--- src/rtl/lf_pkg.sv ---
package lf_pkg;

    typedef enum logic [3:0] {
        S_IDLE  = 4'd0,
        S_EOL   = 4'd1,
        S_SKIP  = 4'd2,
        S_DATA  = 4'd3,
        S_FILL  = 4'd4,
        S_PAD   = 4'd5,
        S_RTC   = 4'd6,
        S_FLUSH = 4'd7,
        S_DRAIN = 4'd8
    } lf_state_e;

endpackage

--- src/rtl/lf_fill.sv ---
module lf_fill #(
    parameter int MIN_W = 16,
    localparam int LEN_W = MIN_W + 1
) (
    input  logic [LEN_W-1:0] len,
    input  logic [MIN_W-1:0] min_bits,
    input  logic             halve,
    output logic             need
);
    logic [MIN_W-1:0] target;

    always_comb begin
        target = halve ? (min_bits >> 1) : min_bits;
        need   = len < {1'b0, target};
    end
endmodule

--- src/rtl/lf_pack.sv ---
module lf_pack #(
    parameter int W = 8,
    localparam int CW = $clog2(W)
) (
    input  logic         clk,
    input  logic         rst_n,
    input  logic         bit_valid,
    input  logic         bit_val,
    output logic         bit_ready,
    output logic         aligned,
    output logic         empty,
    output logic         out_valid,
    input  logic         out_ready,
    output logic [W-1:0] out_data
);
    localparam logic [CW-1:0] LAST = CW'(W - 1);

    typedef struct packed {
        logic [W-1:0]  sr;
        logic [CW-1:0] cnt;
        logic [W-1:0]  ob;
        logic          ov;
    } pk_t;

    pk_t pk_d, pk_q;

    assign bit_ready = !(pk_q.cnt == LAST && pk_q.ov && !out_ready);
    assign aligned   = pk_q.cnt == '0;
    assign empty     = (pk_q.cnt == '0) && !pk_q.ov;
    assign out_valid = pk_q.ov;
    assign out_data  = pk_q.ob;

    always_comb begin
        pk_d = pk_q;
        if (pk_q.ov && out_ready) begin
            pk_d.ov = 1'b0;
        end
        if (bit_valid && bit_ready) begin
            if (pk_q.cnt == LAST) begin
                pk_d.ob  = {pk_q.sr[W-2:0], bit_val};
                pk_d.ov  = 1'b1;
                pk_d.cnt = '0;
                pk_d.sr  = '0;
            end else begin
                pk_d.sr  = {pk_q.sr[W-2:0], bit_val};
                pk_d.cnt = pk_q.cnt + 1'b1;
            end
        end
    end

    always_ff @(posedge clk or negedge rst_n) begin
        if (!rst_n) pk_q <= '0;
        else        pk_q <= pk_d;
    end

    p_hold_stable_r10: assert property (@(posedge clk) disable iff (!rst_n)
        (out_valid && !out_ready) |=> (out_valid && $stable(out_data)));
endmodule

--- src/rtl/lf_seq.sv ---
module lf_seq
    import lf_pkg::*;
#(
    parameter int MIN_W   = 16,
    parameter int LINES_W = 16,
    parameter int RTC_W   = 8,
    parameter int EOL_W   = 12,
    localparam int LEN_W  = MIN_W + 1,
    localparam int EOLC_W = $clog2(EOL_W)
) (
    input  logic               clk,
    input  logic               rst_n,
    input  logic               start,
    input  logic [MIN_W-1:0]   cfg_min_bits,
    input  logic               cfg_skip_en,
    input  logic               cfg_pad_en,
    input  logic [RTC_W-1:0]   cfg_rtc_eols,
    input  logic [LINES_W-1:0] cfg_lines,
    input  logic               in_valid,
    output logic               in_ready,
    input  logic               in_bit,
    input  logic               in_last,
    input  logic               in_white,
    output logic               bit_valid,
    output logic               bit_val,
    input  logic               bit_ready,
    input  logic               aligned,
    input  logic               empty,
    output logic               done
);
    localparam logic [EOLC_W-1:0] EOL_END = EOLC_W'(EOL_W - 1);

    typedef struct packed {
        lf_state_e          st;
        logic [EOLC_W-1:0]  eolc;
        logic [LEN_W-1:0]   len;
        logic [LINES_W-1:0] lines;
        logic [RTC_W-1:0]   rtc;
        logic [MIN_W-1:0]   min_bits;
        logic               skip;
        logic               pad;
        logic               white;
        logic               done;
    } sq_t;

    sq_t sq_d, sq_q;

    logic             need_fill;
    logic             eol_one;
    logic [LEN_W-1:0] len_inc;

    lf_fill #(.MIN_W(MIN_W)) u_fill (
        .len      (sq_q.len),
        .min_bits (sq_q.min_bits),
        .halve    (sq_q.skip && sq_q.white),
        .need     (need_fill)
    );

    assign eol_one = sq_q.eolc == EOL_END;
    assign len_inc = (sq_q.len == '1) ? sq_q.len : sq_q.len + 1'b1;
    assign done    = sq_q.done;

    always_comb begin
        sq_d      = sq_q;
        sq_d.done = 1'b0;
        bit_valid = 1'b0;
        bit_val   = 1'b0;
        in_ready  = 1'b0;
        unique case (sq_q.st)
            S_IDLE: begin
                if (start) begin
                    sq_d.min_bits = cfg_min_bits;
                    sq_d.skip     = cfg_skip_en;
                    sq_d.pad      = cfg_pad_en;
                    sq_d.rtc      = cfg_rtc_eols;
                    sq_d.lines    = cfg_lines;
                    sq_d.eolc     = '0;
                    if (cfg_lines != '0)        sq_d.st = S_EOL;
                    else if (cfg_rtc_eols != '0) sq_d.st = S_RTC;
                    else                         sq_d.st = S_FLUSH;
                end
            end
            S_EOL: begin
                bit_valid = 1'b1;
                bit_val   = eol_one;
                if (bit_ready) begin
                    if (eol_one) begin
                        sq_d.eolc  = '0;
                        sq_d.white = 1'b0;
                        sq_d.len   = '0;
                        sq_d.st    = sq_q.skip ? S_SKIP : S_DATA;
                    end else begin
                        sq_d.eolc = sq_q.eolc + 1'b1;
                    end
                end
            end
            S_SKIP: begin
                bit_valid = in_valid;
                bit_val   = in_white;
                if (in_valid && bit_ready) begin
                    sq_d.white = in_white;
                    sq_d.len   = LEN_W'(1);
                    sq_d.st    = S_DATA;
                end
            end
            S_DATA: begin
                if (sq_q.skip && sq_q.white) begin
                    in_ready = 1'b1;
                    if (in_valid && in_last) sq_d.st = S_FILL;
                end else begin
                    bit_valid = in_valid;
                    bit_val   = in_bit;
                    in_ready  = bit_ready;
                    if (in_valid && bit_ready) begin
                        sq_d.len = len_inc;
                        if (in_last) sq_d.st = S_FILL;
                    end
                end
            end
            S_FILL: begin
                if (need_fill) begin
                    bit_valid = 1'b1;
                    if (bit_ready) sq_d.len = len_inc;
                end else begin
                    sq_d.st = S_PAD;
                end
            end
            S_PAD: begin
                if (sq_q.pad && !aligned) begin
                    bit_valid = 1'b1;
                end else begin
                    sq_d.lines = sq_q.lines - 1'b1;
                    sq_d.eolc  = '0;
                    if (sq_q.lines != LINES_W'(1)) sq_d.st = S_EOL;
                    else if (sq_q.rtc != '0)       sq_d.st = S_RTC;
                    else                           sq_d.st = S_FLUSH;
                end
            end
            S_RTC: begin
                bit_valid = 1'b1;
                bit_val   = eol_one;
                if (bit_ready) begin
                    if (eol_one) begin
                        sq_d.eolc = '0;
                        sq_d.rtc  = sq_q.rtc - 1'b1;
                        if (sq_q.rtc == RTC_W'(1)) sq_d.st = S_FLUSH;
                    end else begin
                        sq_d.eolc = sq_q.eolc + 1'b1;
                    end
                end
            end
            S_FLUSH: begin
                if (!aligned) bit_valid = 1'b1;
                else          sq_d.st = S_DRAIN;
            end
            S_DRAIN: begin
                if (empty) begin
                    sq_d.done = 1'b1;
                    sq_d.st   = S_IDLE;
                end
            end
            default: sq_d.st = S_IDLE;
        endcase
    end

    always_ff @(posedge clk or negedge rst_n) begin
        if (!rst_n) sq_q <= '0;
        else        sq_q <= sq_d;
    end

    // Each accepted fill bit lengthens the line by exactly one
    p_fill_grows_r2: assert property (@(posedge clk) disable iff (!rst_n)
        (sq_q.st == S_FILL && bit_valid && bit_ready)
            |=> (sq_q.len == $past(sq_q.len) + 1'b1));

    // A padded line hands over to the next marker on a byte boundary
    p_pad_aligned_r6: assert property (@(posedge clk) disable iff (!rst_n)
        (sq_q.st == S_EOL && $past(sq_q.st) == S_PAD && sq_q.pad) |-> aligned);

    // Terminator flush leaves the packer on a byte boundary
    p_flush_aligned_r7: assert property (@(posedge clk) disable iff (!rst_n)
        (sq_q.st == S_DRAIN) |-> aligned);
endmodule

--- src/rtl/fax_line_framer.sv ---
module fax_line_framer #(
    parameter int MIN_W   = 16,
    parameter int LINES_W = 16,
    parameter int RTC_W   = 8,
    parameter int EOL_W   = 12,
    parameter int BYTE_W  = 8
) (
    input  logic               clk,
    input  logic               rst_n,
    input  logic               start,
    input  logic [MIN_W-1:0]   cfg_min_bits,
    input  logic               cfg_skip_en,
    input  logic               cfg_pad_en,
    input  logic [RTC_W-1:0]   cfg_rtc_eols,
    input  logic [LINES_W-1:0] cfg_lines,
    input  logic               in_valid,
    output logic               in_ready,
    input  logic               in_bit,
    input  logic               in_last,
    input  logic               in_white,
    output logic               out_valid,
    input  logic               out_ready,
    output logic [BYTE_W-1:0]  out_data,
    output logic               done
);
    logic bit_valid;
    logic bit_val;
    logic bit_ready;
    logic aligned;
    logic empty;

    lf_seq #(
        .MIN_W   (MIN_W),
        .LINES_W (LINES_W),
        .RTC_W   (RTC_W),
        .EOL_W   (EOL_W)
    ) u_seq (
        .clk          (clk),
        .rst_n        (rst_n),
        .start        (start),
        .cfg_min_bits (cfg_min_bits),
        .cfg_skip_en  (cfg_skip_en),
        .cfg_pad_en   (cfg_pad_en),
        .cfg_rtc_eols (cfg_rtc_eols),
        .cfg_lines    (cfg_lines),
        .in_valid     (in_valid),
        .in_ready     (in_ready),
        .in_bit       (in_bit),
        .in_last      (in_last),
        .in_white     (in_white),
        .bit_valid    (bit_valid),
        .bit_val      (bit_val),
        .bit_ready    (bit_ready),
        .aligned      (aligned),
        .empty        (empty),
        .done         (done)
    );

    lf_pack #(.W(BYTE_W)) u_pack (
        .clk       (clk),
        .rst_n     (rst_n),
        .bit_valid (bit_valid),
        .bit_val   (bit_val),
        .bit_ready (bit_ready),
        .aligned   (aligned),
        .empty     (empty),
        .out_valid (out_valid),
        .out_ready (out_ready),
        .out_data  (out_data)
    );

    p_done_idle_r9: assert property (@(posedge clk) disable iff (!rst_n)
        done |-> !out_valid);
endmodule

--- config.mk ---
export PLATFORM = sky130hd
export DESIGN_NAME = fax_line_framer
export DESIGN_NICKNAME = d
export VERILOG_FILES = /design/src/rtl/lf_pkg.sv /design/src/rtl/lf_fill.sv /design/src/rtl/lf_pack.sv /design/src/rtl/lf_seq.sv /design/src/rtl/fax_line_framer.sv
export SDC_FILE = /design/constraint.sdc
export NUM_CORES = 1
export LEC_CHECK = 0
export BUFFER_PORTS_ARGS = -buffer_cell sky130_fd_sc_hd__buf_2
export CAP_MARGIN = 20
export CELL_PAD_IN_SITES_DETAIL_PLACEMENT = 2
export CELL_PAD_IN_SITES_GLOBAL_PLACEMENT = 2
export CORE_ASPECT_RATIO = 0.6
export CORE_MARGIN = 10
export CORE_UTILIZATION = 37
export DETAILED_ROUTE_END_ITERATION = 7
export PLACE_DENSITY = 0.86
export SLEW_MARGIN = 20
export SYNTH_ARGS = -nofsm -noshare
export SYNTH_HDL_FRONTEND = slang
export SYNTH_SLANG_ARGS = --single-unit
export TNS_END_PERCENT = 20
--- constraint.sdc ---
create_clock -name clk -period 3.7 [get_ports clk]
set_input_delay 0.185 -clock clk [delete_from_list [all_inputs] [get_ports clk]]
set_output_delay 0.185 -clock clk [all_outputs]
set_load 0.02 [all_outputs]
=== Word-level counts from Yosys, hierarchy flattened ===
Cells that the tools add are included.
W data, S select, Z words.

* Add/sub/neg operators: 5
* Muxes and demuxes: 57
* Eq/ne operators: 31
* Reduce and logical (&&, ||, !) cells: 32
* Order comparisons: 1

{| class="wikitable"
|+ Operator list
! cell !! number
|-
| $mux W17 || 7
|-
| $pmux W17 S4 || 1
|-
| $mux W4 || 12
|-
| $mux W42 || 1
|-
| $mux W8 || 5
|-
| $pmux W4 S9 || 1
|-
| $mux W16 || 2
|-
| $pmux W16 S2 || 1
|-
| $mux W25 || 1
|-
| $mux W1 || 18
|-
| $add A17 B1 Y17 const B || 1
|-
| $eq A17 B17 Y1 const B || 1
|-
| $lt A17 B16 Y1 || 1
|-
| $eq A4 B3 Y1 const B || 4
|-
| $ne A16 B1 Y1 const B || 1
|-
| $ne A2 B2 Y1 const B || 8
|-
| $pmux W4 S4 || 1
|-
| $pmux W8 S2 || 1
|-
| $reduce_bool A16 Y1 || 1
|-
| $reduce_bool A8 Y1 || 2
|-
| $sub A16 B1 Y16 const B || 1
|-
| $ne A2 B1 Y1 const B || 7
|-
| $reduce_and A14 Y1 || 1
|-
| $mux W10 || 1
|-
| other kinds (26) || 46
|}

* Register bits after elaboration: 88
* Output and inout port bits: 11
* Input port bits: 50

=== Longest topological paths before layout ===
Gate-level depths: netlist of the first run.

* Depth in word-level cells: 8
* Mapped depth: 13
* Mapped depth without buffers: 11

=== Hierarchy ===
A second synthesis of the first run with hierarchy kept.

* Cell total of the unflattened synthesis: 564
* Area, all modules: 5475.3 µm²

{| class="wikitable"
|+ Modules (own cells, without submodules)
! module !! area an instance (µm²) !! cells each !! times used !! seq. area each (µm²)
|-
| lf_seq || 4136.5 || 448 || 1 || 1726.7
|-
| lf_pack || 837.1 || 62 || 1 || 475.5
|-
| lf_fill || 501.7 || 54 || 1 || 0.0
|}

=== Worst setup path after synthesis of the first run ===
No wires, ideal clock.

* Path type: register -> register
* Start point: register u_seq.sq_q[1] in the netlist's numbering
* End point: register u_pack.pk_q (netlist bit u_pack.out_data[0])
* Setup slack: 0.622 ns
* Clock period less this slack: 3.078 ns
* Data arrival time: 2.953 ns
* Data required time: 3.575 ns
* Stages on the path, launching flop included: 12
* Setup time: 0.125 ns
* Path through: dfrtp_1 -> nand2_4 -> buf_1 -> mux2i_1 -> ha_1 -> and4b_1 -> nand4_1 -> a2111o_1 -> and4_1 -> buf_6 -> o211ai_4 -> mux2_2

* Longest elaborated chain between the ends: 7
* Elaborated cells on any way between the ends: 10
* Those cells by class: order compare: 1; mux: 6; reduce/logical: 3

{| class="wikitable"
|+ RTL lines
! what !! RTL line !! source
|-
| start: declaration || lf_seq.sv:46 || <nowiki>sq_t sq_d, sq_q;</nowiki>
|-
| start signal: assignment || lf_seq.sv:168 || <nowiki>else sq_q <= sq_d;</nowiki>
|-
| $logic_and A1 B1 Y1 (*) || lf_seq.sv:55, lf_seq.sv:107 ||
|-
| $mux W16 || lf_fill.sv:13 || <nowiki>target = halve ? (min_bits >> 1) : min_bits;</nowiki>
|-
| $lt A17 B16 Y1 || lf_fill.sv:14 || <nowiki>need = len < {1'b0, target};</nowiki>
|-
| $mux W1 || lf_seq.sv:121 || <nowiki>if (need_fill) begin</nowiki>
|-
| $pmux W1 S6 || lf_seq.sv:69 || <nowiki>unique case (sq_q.st)</nowiki>
|-
| $logic_and A1 B1 Y1 || lf_pack.sv:38 || <nowiki>if (bit_valid && bit_ready) begin</nowiki>
|-
| $reduce_and A2 Y1 (no source line) || - ||
|-
| end signal: assignment || lf_pack.sv:53 || <nowiki>else pk_q <= pk_d;</nowiki>
|-
| end: declaration || lf_pack.sv:25 || <nowiki>pk_t pk_d, pk_q;</nowiki>
|}

Mark *: on every way between the ends. The rest lies on a longest branch, timed or not.
A chain may end at the register's enable or synchronous reset.

=== Final worst setup path of the first run ===
* Start point: register u_seq.sq_q[47] in the netlist's numbering
* End point: register u_seq.sq_q[47] in the netlist's numbering

* Longest elaborated chain between the ends: 5
* Elaborated cells on any way between the ends: 11
* Those cells by class: add/sub: 1; order compare: 1; eq/ne: 2; mux: 6; reduce/logical: 1

{| class="wikitable"
|+ RTL lines
! what !! RTL line !! source
|-
| $add A17 B1 Y17 or $eq A17 B17 Y1 (tied branches) || lf_seq.sv:60 || <nowiki>assign len_inc = (sq_q.len == '1) ? sq_q.len : sq_q.len + 1'b1;</nowiki>
|-
| $mux W17 || lf_seq.sv:60 ||
|-
| $mux W17, on equally long branches || lf_seq.sv:123, lf_seq.sv:114 ||
|-
| $mux W17, on equally long branches || lf_seq.sv:121, lf_seq.sv:107 ||
|-
| $pmux W17 S4 || lf_seq.sv:69 ||
|}

Parallel ways exist; a longest one is shown, timed or not. The select of a mux whose other input is x is not followed.

==> results of run 1 <==
## cell usage in the layout (no fill, tap or decap), types with 18 or more instances in the layout
cell type	instances
mux2_2	28
ha_1	25
a21oi_1	35
mux2i_1	33
nand2_1	43
o21ai_0	43
nor2_1	42
nand2b_1	18
inv_1	18
buf_2	59
dfrtp_1	88
## sequential cells by signal, summed over array words and instances (netlist names)
| register | count |
|---|---|
| u_pack.out_data | 8 |
| u_pack.out_valid | 1 |
| u_pack.pk_q | 10 |
| u_seq.done | 1 |
| u_seq.sq_q | 68 |
## layer usage
layer	routed length, microns	global-route usage	share of wire
met5	0	0	0
met4	224	0.0439	0.012
met3	1010	0.0485	0.054
met2	8360	0.289	0.45
met1	8970	0.256	0.48
## how the worst max path moves through the flow
stage / to / from / slack (ns)
after floorplan: u_pack.out_data[0] / u_seq.sq_q[1] / 0.62
after global placement: u_seq.sq_q[47] / u_seq.sq_q[47] / 0.51
after detailed placement: u_seq.sq_q[50] / u_seq.sq_q[47] / 0.19
after CTS: u_seq.sq_q[50] / u_seq.sq_q[47] / 0.21
after global routing: u_seq.sq_q[52] / u_seq.sq_q[47] / 0.06
final: u_seq.sq_q[47] / u_seq.sq_q[47] / 0.24
## logic make-up after synthesis
logic type	Yosys count	synth area share
adder cells (fa/ha/maj)	25	0.0578
AND/OR/NAND/NOR	186	0.177
AO/OA/AOI/OAI	156	0.191
multiplexers	62	0.122
buffers and inverters	52	0.0455
flip-flops	88	0.407
## worst register-to-register path, delay by kind of cell (launching register included)
kind                       cells  cell delay, ns
and+or+nand+nor                5            1.26
AOI/OAI and AO/OA              4            0.94
DFF                            1            0.46
muxes                          1            0.28
buffers and inverters          1            0.23
adders and majority gates      1            0.19
## power groups by stage
stage / sequential [W] / clock [W] / combinational (W)
floorplan: 0.00149 / 0 / 0.00170
global placement: 0.00161 / 0 / 0.00206
detailed placement: 0.00166 / 0 / 0.00225
CTS: 0.00165 / 0.000965 / 0.00232
global route: 0.00170 / 0.00100 / 0.00259
finish: 0.00165 / 0.000948 / 0.00232
## area by class of cell
| class | count | area (sq um) |
|---|---|---|
| Inverter | 18 | 67.6 |
| Timing Repair Buffer | 73 | 403 |
| Tap cell | 198 | 248 |
| Fill cell | 1531 | 8230 |
| Sequential cell | 88 | 2200 |
| Clock buffer | 12 | 246 |
| Clock inverter | 4 | 53.8 |
| Multi-Input combinational cell | 429 | 2970 |
## repair_timing
action                                 4_1_cts  5_1_grt
endpoints found under the hold margin       60        0
hold buffers                                 1        0
setup endpoints to repair                    0        4
resized for setup                            0        3
## synth_stat cells (all sizes together), types with 14 or more instances
cell type and n:
o21ai 45, nor2 42, nand2b 18, ha 25
nand2 45, inv 18, a21oi 35, mux2i 33
dfrtp 88, nor3 15, clkbuf 17, mux2 29
nand3 14, buf 17
## stage by stage
stage,instances,setup slack (ns)
2_1_floorplan,569,0.622
3_3_place_gp,805,0.512
3_5_place_dp,805,0.189
4_1_cts,822,0.206
5_1_grt,822,0.0576
6_report,822,0.244
==> summary.txt, run 1 <==
Status: finished, final reports clean
DP HPWL: 13700 microns
Avg Cell Area, Syn: 9.51 sq um
Max_cap viols: 0
Combinational fraction of design power: 0.472
Fin crit period: 3.46 ns
Final WL: 18600 microns
Design area: 6190 sq um
Clk pin slew, worst setup/hold paths: 0.07 ns
Routed vias: 4822
Hold path startpoint: cfg_min_bits[7]
Reg2reg end: u_seq.sq_q[47]
CTS Root Cell: clkbuf_16
CP endpoint kind: flip-flop
CP max stage delay: 0.46 ns
Slowest cell on crit path: dfrtp_1
Hold_ws: 0.0712 ns
Ys flop type: dfrtp_1
Post-synth top area cell: dfrtp_1
Total gr overflow: 0
Clk_lat worst skew: 0.34 ns
# IOs: 61
TritonCTS Sinks: 88
Hold Crit Class: input pin to flip-flop
Die area: 20000 sq um
Placeable Area: 14400 sq um
CP arrival: 3.71 ns
Worst vdd ir: 0.284 mV
Initial antenna violation count: 0
Synth top area share: 0.407
R2R setup slack: 0.24 ns
Initial detailed-routing violation count: 306
DR pass1 iterations: 5
Startpoint types: flip-flop
Clock network fraction of total power: 0.193
Post-synth EDFFs: 0
Crit Reg-Reg Startpoint: u_seq.sq_q[47]
Total power: 0.00492 W
Die width: 176 microns
Worst path required time: 3.95 ns
#FFs+latches synth: 88
Sequential area share after synthesis: 0.407
Unrepaired setup endpoints after global routing: false
Fin nets: 694
CP max FO: 11
Mapped cell area: 5410 sq um
Post-DRT Antenna Nets: 0
Slew margin rel.: 0.432
FMAX: 289 MHz
Flop pwr share: 0.335
Final hold vios: 0
Hold EP: u_seq.sq_q[11]
Final TNS setup: 0 ns
Final setup viols: 0
Netlist cell types: 64
Worst Skew: 0.00906 ns
CTS tree: yes
Largest net degree at the start of global routing: 62
Die Ht: 114 microns
R2R depth: 12
Avg WL per Cell: 22.6 microns
Max-slew violation count: 0
Worst Tran Pin Value: 0.852 ns
Asr flop ratio synth: 1.00
P per Cell Area: 795 nW/um^2
Vias/cell: 5.87
TritonCTS Buffers: 9
Synth-to-Final Area Change: 14.4%
Num rows: 34
Vias in the first global route: 5263
DRC violation count after routing: 0
CP top delay family: simple AND/OR/NAND/NOR gates
CTS Buffer Depth: 2
Post-Route Utilization: 0.429
Buf+Inv Stages, Crit Path: 1
GPL Wtd Cong: 0.879
Area after DPL: 5870 sq um
Levels on crit path: 12
Overall Global Routing Usage: 0.187
Synthesized Nets: 644
Worst path cell trace: and4_1 -> and3_1 -> and3_1 -> and4_1 -> ha_1 -> a21oi_1 -> a31oi_1 -> a211oi_1 -> nand2_2 -> buf_4 -> a211oi_1 -> mux2i_1
Share of layout cells above drive strength 1: 0.197
Net Sw Frac: 0.449
Psw: 0.00221 W
Port Buffers: 60
Cells after Synth: 569
Post-CTS Setup Inserts: 0
H-tree levels: 3
Synthesis Warnings: 0
WS Path Type: flip-flop to flip-flop
Initial Util: 0.375
Hold Path Cell Cnt: 2
N_diodes: 0
Total internal power: 0.00271 W
Synth top area cells: dfrtp_1, mux2i_1, mux2_2
Final worst path period share: 0.934
Leakage power: 2.86 nW
First-pass GRT wire length: 30100 microns
Note: power is estimated with default switching activity, not from simulation.
==> inputs of run 2 (changes only) <==
- CELL_PAD_IN_SITES_DETAIL_PLACEMENT: 2 -> 1
- PLACE_DENSITY: 0.86 -> 0.92
==> run 2 against run 1 <==
  * Sequential cell count is the same
  * Total power fell by 1.3%
  * Via count shrank 3.9%
  * Clock power grew 9.7%
  * Largest power group unchanged
  * Critical endpoint is now u_seq.sq_q[52]
  * Non-clock buffer count is 4 lower
  * The flow now finishes with violations (hold timing)
  * Clock skew decreased by 0.00095 ns
  * Sequential share of layout area about the same
  * Register-to-register slack hardly changed
  * Global-route usage fell by 2.9 points
==> summary.txt, run 2 (same netlist as run 1, synthesis figures left out) <==
Worst vdd ir: 0.319 mV (+12%)
Buf+Inv Stages, Crit Path: 0 (-1)
Final WL: 16000 microns (-14%)
Commonest non-fill, non-tap cell in the layout: dfrtp_1
FMAX: 290 MHz (+0.16%)
Die width: 176 microns (unchanged)
Slew margin rel.: 0.365 (-0.0670)
CP max FO: 13 (+2)
Clk pin slew, worst setup/hold paths: 0.07 ns (about the same)
CP endpoint kind: flip-flop
CTS tree: yes
Worst Skew: 0.00812 ns (-0.000949 ns)
Max reg flops: 68 (unchanged)
Fin nets: 690 (-0.58%)
P per Cell Area: 785 nW/um^2 (-1.3%)
Total gr overflow: 0 (unchanged)
CP max stage delay: 0.65 ns (+0.19 ns)
Post-CTS sizing: 0 (unchanged)
Worst path cell trace: and4_1 -> and3_1 -> and3_1 -> and4_1 -> ha_1 -> a21oi_1 -> a31oi_1 -> a211oi_1 -> nand2_1 -> a2111oi_0 -> mux2i_1
Clk_lat worst skew: 0.34 ns (about the same)
Startpoint types: flip-flop
Vias/cell: 5.66 (-3.4%)
Failing checks: hold timing
Final setup viols: 0 (unchanged)
WS Path Type: flip-flop to flip-flop
Area after DPL: 5850 sq um (-0.38%)
Worst Tran Pin Value: 0.952 ns (+0.100 ns)
Synth-to-Final Area Change: 14.3% (about the same)
Initial detailed-routing violation count: 268 (-12%)
Unrepaired setup endpoints after global routing: false
Port Buffers: 60 (unchanged)
CP top delay family: simple AND/OR/NAND/NOR gates
Die Ht: 114 microns (unchanged)
DR pass1 iterations: 4 (-1)
Worst path required time: 3.97 ns (+0.02 ns)
Final TNS setup: 0 ns (unchanged)
Routed vias: 4633 (-3.9%)
# fillers: 1655 (+8.1%)
DRC violation count after routing: 0 (unchanged)
Status: finished, violations left
Fin crit period: 3.45 ns (-0.00542 ns)
First-pass GRT wire length: 25800 microns (-14%)
Die area: 20000 sq um (unchanged)
TritonCTS Sinks: 88 (unchanged)
Vias in the first global route: 4815 (-8.5%)
CTS Buffer Depth: 2 (unchanged)
Leakage power: 2.87 nW (+0.29%)
Initial Util: 0.375 (unchanged)
Slowest cell on crit path: a2111oi_0
CTS Hold Bufs: 0 (-1)
Design area: 6190 sq um (about the same)
# IOs: 61 (unchanged)
Hold Crit Class: input pin to async pin
Share of layout cells above drive strength 1: 0.194 (-0.00325)
Hold_ws: -0.00993 ns (-0.0811 ns)
DP HPWL: 11900 microns (-13%)
H-tree levels: 3 (unchanged)
Avg WL per Cell: 19.5 microns (-13%)
Post-CTS Setup Inserts: 0 (unchanged)
Overall Global Routing Usage: 0.158 (-0.0288)
Largest Register: u_seq.sq_q
Num rows: 34 (unchanged)
Post-DRT Antenna Nets: 0 (unchanged)
GPL Wtd Cong: 0.866 (-1.5%)
Largest net degree at the start of global routing: 72 (+16%)
Placeable Area: 14400 sq um (unchanged)
Max-slew violation count: 0 (unchanged)
Max_cap viols: 0 (unchanged)
Final worst path period share: 0.933 (-0.00146)
Initial antenna violation count: 1 (+1)
CTS Root Cell: clkbuf_16
Final hold vios: 3 (+3)
TritonCTS Buffers: 9 (unchanged)
CP arrival: 3.72 ns (about the same)
Most frequent cells in the layout: dfrtp_1, buf_2, nand2_1
## run 2: worst register-to-register path, stage by stage (launching register included)
cell,delay (ns)
dfrtp_1,0.46
and4_1,0.27
and3_1,0.25
and3_1,0.25
and4_1,0.20
ha_1,0.18
a21oi_1,0.13
a31oi_1,0.10
a211oi_1,0.31
nand2_1,0.34
a2111oi_0,0.65
mux2i_1,0.25
## run 2: path summary, 6_finish.rpt
kind	from	to	slack, ns	depth (start not counted)
worst max-delay path	u_seq.sq_q[47]	u_seq.sq_q[52]	0.25	11
worst min-delay path	rst_n	u_seq.sq_q[22]	-0.01	1
worst max register to register	u_seq.sq_q[47]	u_seq.sq_q[52]	0.25	11
worst min register to register	u_pack.out_data[5]	u_pack.out_data[5]	0.50	1
max in group asynchronous	rst_n	u_pack.pk_q[14]	2.90	2
min in group clk	cfg_min_bits[13]	u_seq.sq_q[17]	0.07	2
## run 2: final cells by class
| type | instances | area (sq um) | share of cell area |
|---|---|---|---|
| multi-input combinational | 429 | 2960 | 0.479 |
| tap | 198 | 248 | 0.0400 |
| clock buffer | 9 | 225 | 0.0364 |
| clock inverter | 6 | 109 | 0.0176 |
| timing repair buffer | 69 | 370 | 0.0599 |
| inverter | 18 | 67.6 | 0.0109 |
| antenna | 1 | 2.50 | 0.000404 |
| sequential | 88 | 2200 | 0.356 |
## run 2: through the flow
stage | utilization | instances | worst slack (ns) | total power (W)
floorplan | - | 569 | 0.622 | 0.00319
global placement | 0.406 | 802 | 0.486 | 0.00362
detailed placement | 0.406 | 802 | 0.328 | 0.00380
CTS | 0.429 | 817 | 0.309 | 0.00487
global route | 0.429 | 817 | 0.0185 | 0.00522
finish | 0.429 | 818 | 0.249 | 0.00485
## run 2: power by group
| part | total (W) | switching (W) | internal (W) |
|---|---|---|---|
| sequential | 0.00163 | 0.000345 | 0.00129 |
| clock | 0.00104 | 0.000385 | 0.000655 |
| combinational | 0.00218 | 0.00133 | 0.000850 |
## run 2: per-layer routing
| layer | routed length (microns) | up-vias | track usage |
|---|---|---|---|
| li1 | - | 2207 | - |
| met5 | 0 | - | 0 |
| met2 | 6970 | 102 | 0.242 |
| met1 | 8050 | 2312 | 0.219 |
| met3 | 843 | 12 | 0.0436 |
| met4 | 125 | 0 | 0.0309 |
==> inputs of run 3 (changes only) <==
- CORE_UTILIZATION: 37 -> 34
- PLACE_DENSITY: 0.92 -> 0.89
- clock period: 3.7 -> 3.1 ns (I/O delays scaled with it)
==> run 3 against run 2 <==
  * The flow now finishes without violations
  * Sequential share of layout area shrank 1.1 points
  * Sequential power grew 20%
  * Critical path depth grew 1
  * Global-route usage shrank 0.50 points
  * Sequential cell count is the same
  * Final area grew 3.2%
  * Core utilization shrank 1.6 points
  * Clock power is essentially flat
  * Total power grew 19%
  * Combinational power grew 27%
  * Die area grew 7.5%
  * Count of clock-buffer cells in the layout grew 1
  * Critical endpoint is now u_seq.sq_q[50]
  * Largest power group unchanged
==> summary.txt, run 3 (same netlist as run 1, synthesis figures left out) <==
Status: finished, final reports clean
Reg2reg end: u_seq.sq_q[50]
CP arrival: 3.25 ns (-0.47 ns)
Clock network fraction of total power: 0.179 (-0.035)
DP HPWL: 12600 microns (+5.7%)
Crit Reg-Reg Startpoint: u_seq.sq_q[47]
Net Sw Frac: 0.444 (+0.0190)
Worst Skew: 0.00861 ns (+0.000495 ns)
Final WL: 16500 microns (+3.3%)
Met2 Use GR: 0.226 (-0.0160)
TritonCTS Buffers: 9 (unchanged)
Total power: 0.00576 W (+19%)
Worst setup margin: 0.127 ns (-0.123 ns)
Hold EP: u_seq.sq_q[7]
Die area: 21500 sq um (+7.5%)
Synth-to-Final Area Change: 18.0%
Largest Register: u_seq.sq_q
Fin nets: 714 (+3.5%)
Global routing usage on met1: 0.218 (-0.00161)
Clk_lat worst skew: 0.35 ns (about the same)
Hold path startpoint: cfg_min_bits[3]
Clk pin slew, worst setup/hold paths: 0.07 ns (about the same)
Flop pwr share: 0.339 (+0.003)
DP Cell Count: 828 (+3.2%)
GRT Max-Usage Layer: met2
Initial detailed-routing violation count: 292 (+9.0%)
Design area: 6380 sq um (+3.2%)
CP max FO: 6 (-7)
Fin crit period: 2.97 ns (-0.477 ns)
Die Ht: 118 microns (+3.6%)
Hold Crit Class: input pin to flip-flop
Slew margin rel.: 0.441 (+0.0754)
CP Launch Point: u_seq.sq_q[47]
Num rows: 35 (+2.9%)
Leakage power: 2.94 nW (+2.4%)
# fillers: 1801 (+8.8%)
CP endpoint kind: flip-flop
Place WS: -0.0183 ns (-0.346 ns)
CTS Root Cell: clkbuf_16
Max_cap viols: 0 (unchanged)
DRC violation count after routing: 0 (unchanged)
Hold Path Cell Cnt: 2
Max reg flops: 68 (unchanged)
N_diodes: 0 (-1)
Area after DPL: 6010 sq um (+2.8%)
Routed vias: 4807 (+3.8%)
Port Buffers: 60 (unchanged)
Overall Global Routing Usage: 0.153 (-0.00504)
Worst Tran Pin Value: 0.831 ns (-0.121 ns)
Vias in the first global route: 5029 (+4.4%)
Max-slew violation count: 0 (unchanged)
Placeable Area: 15500 sq um (+7.2%)
Initial antenna violation count: 0 (-1)
# IOs: 61 (unchanged)
Final hold vios: 0 (-3)
Die width: 183 microns (+3.8%)
CTS Buffer Depth: 2 (unchanged)
Total gr overflow: 0 (unchanged)
Final worst path period share: 0.959 (+0.0265)
Hold_ws: 0.0348 ns (+0.0447 ns)
TritonCTS Sinks: 88 (unchanged)
M3 GR Usage: 0.0347 (-0.00887)
CTS tree: yes
DR pass1 iterations: 5 (+1)
R2R setup slack: 0.13 ns (-0.12 ns)
Avg WL per Cell: 19.5 microns (-0.28%)
Initial Util: 0.350 (-0.0252)
Number of standard cells in the final layout excluding fillers: 847 (+3.5%)
Post-DRT Antenna Nets: 0 (unchanged)
Worst vdd ir: 0.337 mV (+5.6%)
H-tree levels: 3 (unchanged)
Largest net degree at the start of global routing: 60 (-17%)
Worst path required time: 3.37 ns (-0.60 ns)
Startpoint types: flip-flop
P per Cell Area: 902 nW/um^2 (+15%)
Final setup viols: 0 (unchanged)
GPL Wtd Cong: 0.840 (-3.0%)
Combinational fraction of design power: 0.482 (+0.033)
Psw: 0.00255 W (+24%)
Most frequent cells in the layout: dfrtp_1, buf_2, nand2_1, o21ai_0, nor2_1
First-pass GRT wire length: 27100 microns (+5.2%)
FMAX: 336 MHz (+16%)
Total internal power: 0.00320 W (+15%)
WS Path Type: flip-flop to flip-flop
Share of layout cells above drive strength 1: 0.239 (+0.0453)
R2R depth: 12 (+1)
Vias/cell: 5.68 (+0.20%)
Commonest non-fill, non-tap cell in the layout: dfrtp_1
-- run 3: cell types whose count changed in the layout (fill, tap and decap cells not counted), sizes merged, moves of 2 or more --
| cell | delta |
|---|---|
| clkinvlp | +5 |
| bufinv | -3 |
| buf | +23 |
| clkinv | -2 |
-- run 3: final cells by class --
class | count | area [sq um] | share of cell area
clock buffer | 10 | 229 | 0.0359
clock inverter | 6 | 46.3 | 0.00725
inverter | 18 | 67.6 | 0.0106
multi-input combinational | 429 | 3030 | 0.475
sequential | 88 | 2200 | 0.345
tap | 203 | 254 | 0.0398
timing repair buffer | 93 | 553 | 0.0866
-- run 3: power by group through the flow --
| stage | Sequential (W) | Combinational (W) | Clock [W] |
|---|---|---|---|
| finish | 0.00195 | 0.00277 | 0.00103 |
| CTS | 0.00194 | 0.00273 | 0.00106 |
| detailed placement | 0.00196 | 0.00270 | 0 |
| global placement | 0.00192 | 0.00253 | 0 |
| floorplan | 0.00178 | 0.00203 | 0 |
| global route | 0.00201 | 0.00311 | 0.00111 |
-- run 3: worst max-delay path: stages (launching register included) --
cell	delay [ns]
dfrtp_1	0.40
and4_1	0.24
and3_1	0.20
and3_1	0.20
and4_1	0.21
ha_1	0.20
a21oi_1	0.18
a31oi_1	0.12
a211oi_2	0.25
nand2_2	0.18
a2111oi_4	0.38
buf_4	0.17
mux2i_1	0.16
-- run 3: how the worst max path moves through the flow --
stage / slack (ns) / cells after the start / to
2_1_floorplan: 0.02 / 11 / u_pack.out_data[0]
3_3_place_gp: 0.02 / 12 / u_seq.sq_q[50]
3_5_place_dp: -0.02 / 9 / u_seq.sq_q[52]
4_1_cts: 0.02 / 9 / u_pack.out_data[3]
5_1_grt: -0.04 / 12 / u_seq.sq_q[50]
6_report: 0.13 / 12 / u_seq.sq_q[50]
-- run 3: per-layer routing --
| metal | part of all wire | vias to the layer above |
|---|---|---|
| li1 | - | 2251 |
| met1 | 0.50 | 2418 |
| met2 | 0.43 | 122 |
| met3 | 0.051 | 16 |
| met4 | 0.013 | 0 |
| met5 | 0 | - |
-- run 3: metrics by stage --
step | util | TNS, ns
final | 0.413 | 0
after global routing | 0.413 | -0.0444
after CTS | 0.409 | 0
after detailed placement | 0.389 | -0.0183
after global placement | 0.389 | 0
after floorplan | - | 0
-- run 3: what timing repair did --
| action | in CTS | in global routing |
|---|---|---|
| setup endpoints to repair | 11 | 27 |
| endpoints found under the hold margin | 57 | 0 |
| resized for setup | 5 | 11 |
| cloned | 0 | 0 |
| setup buffers | 0 | 2 |
| pin swaps | 1 | 3 |
| hold buffers | 1 | 0 |
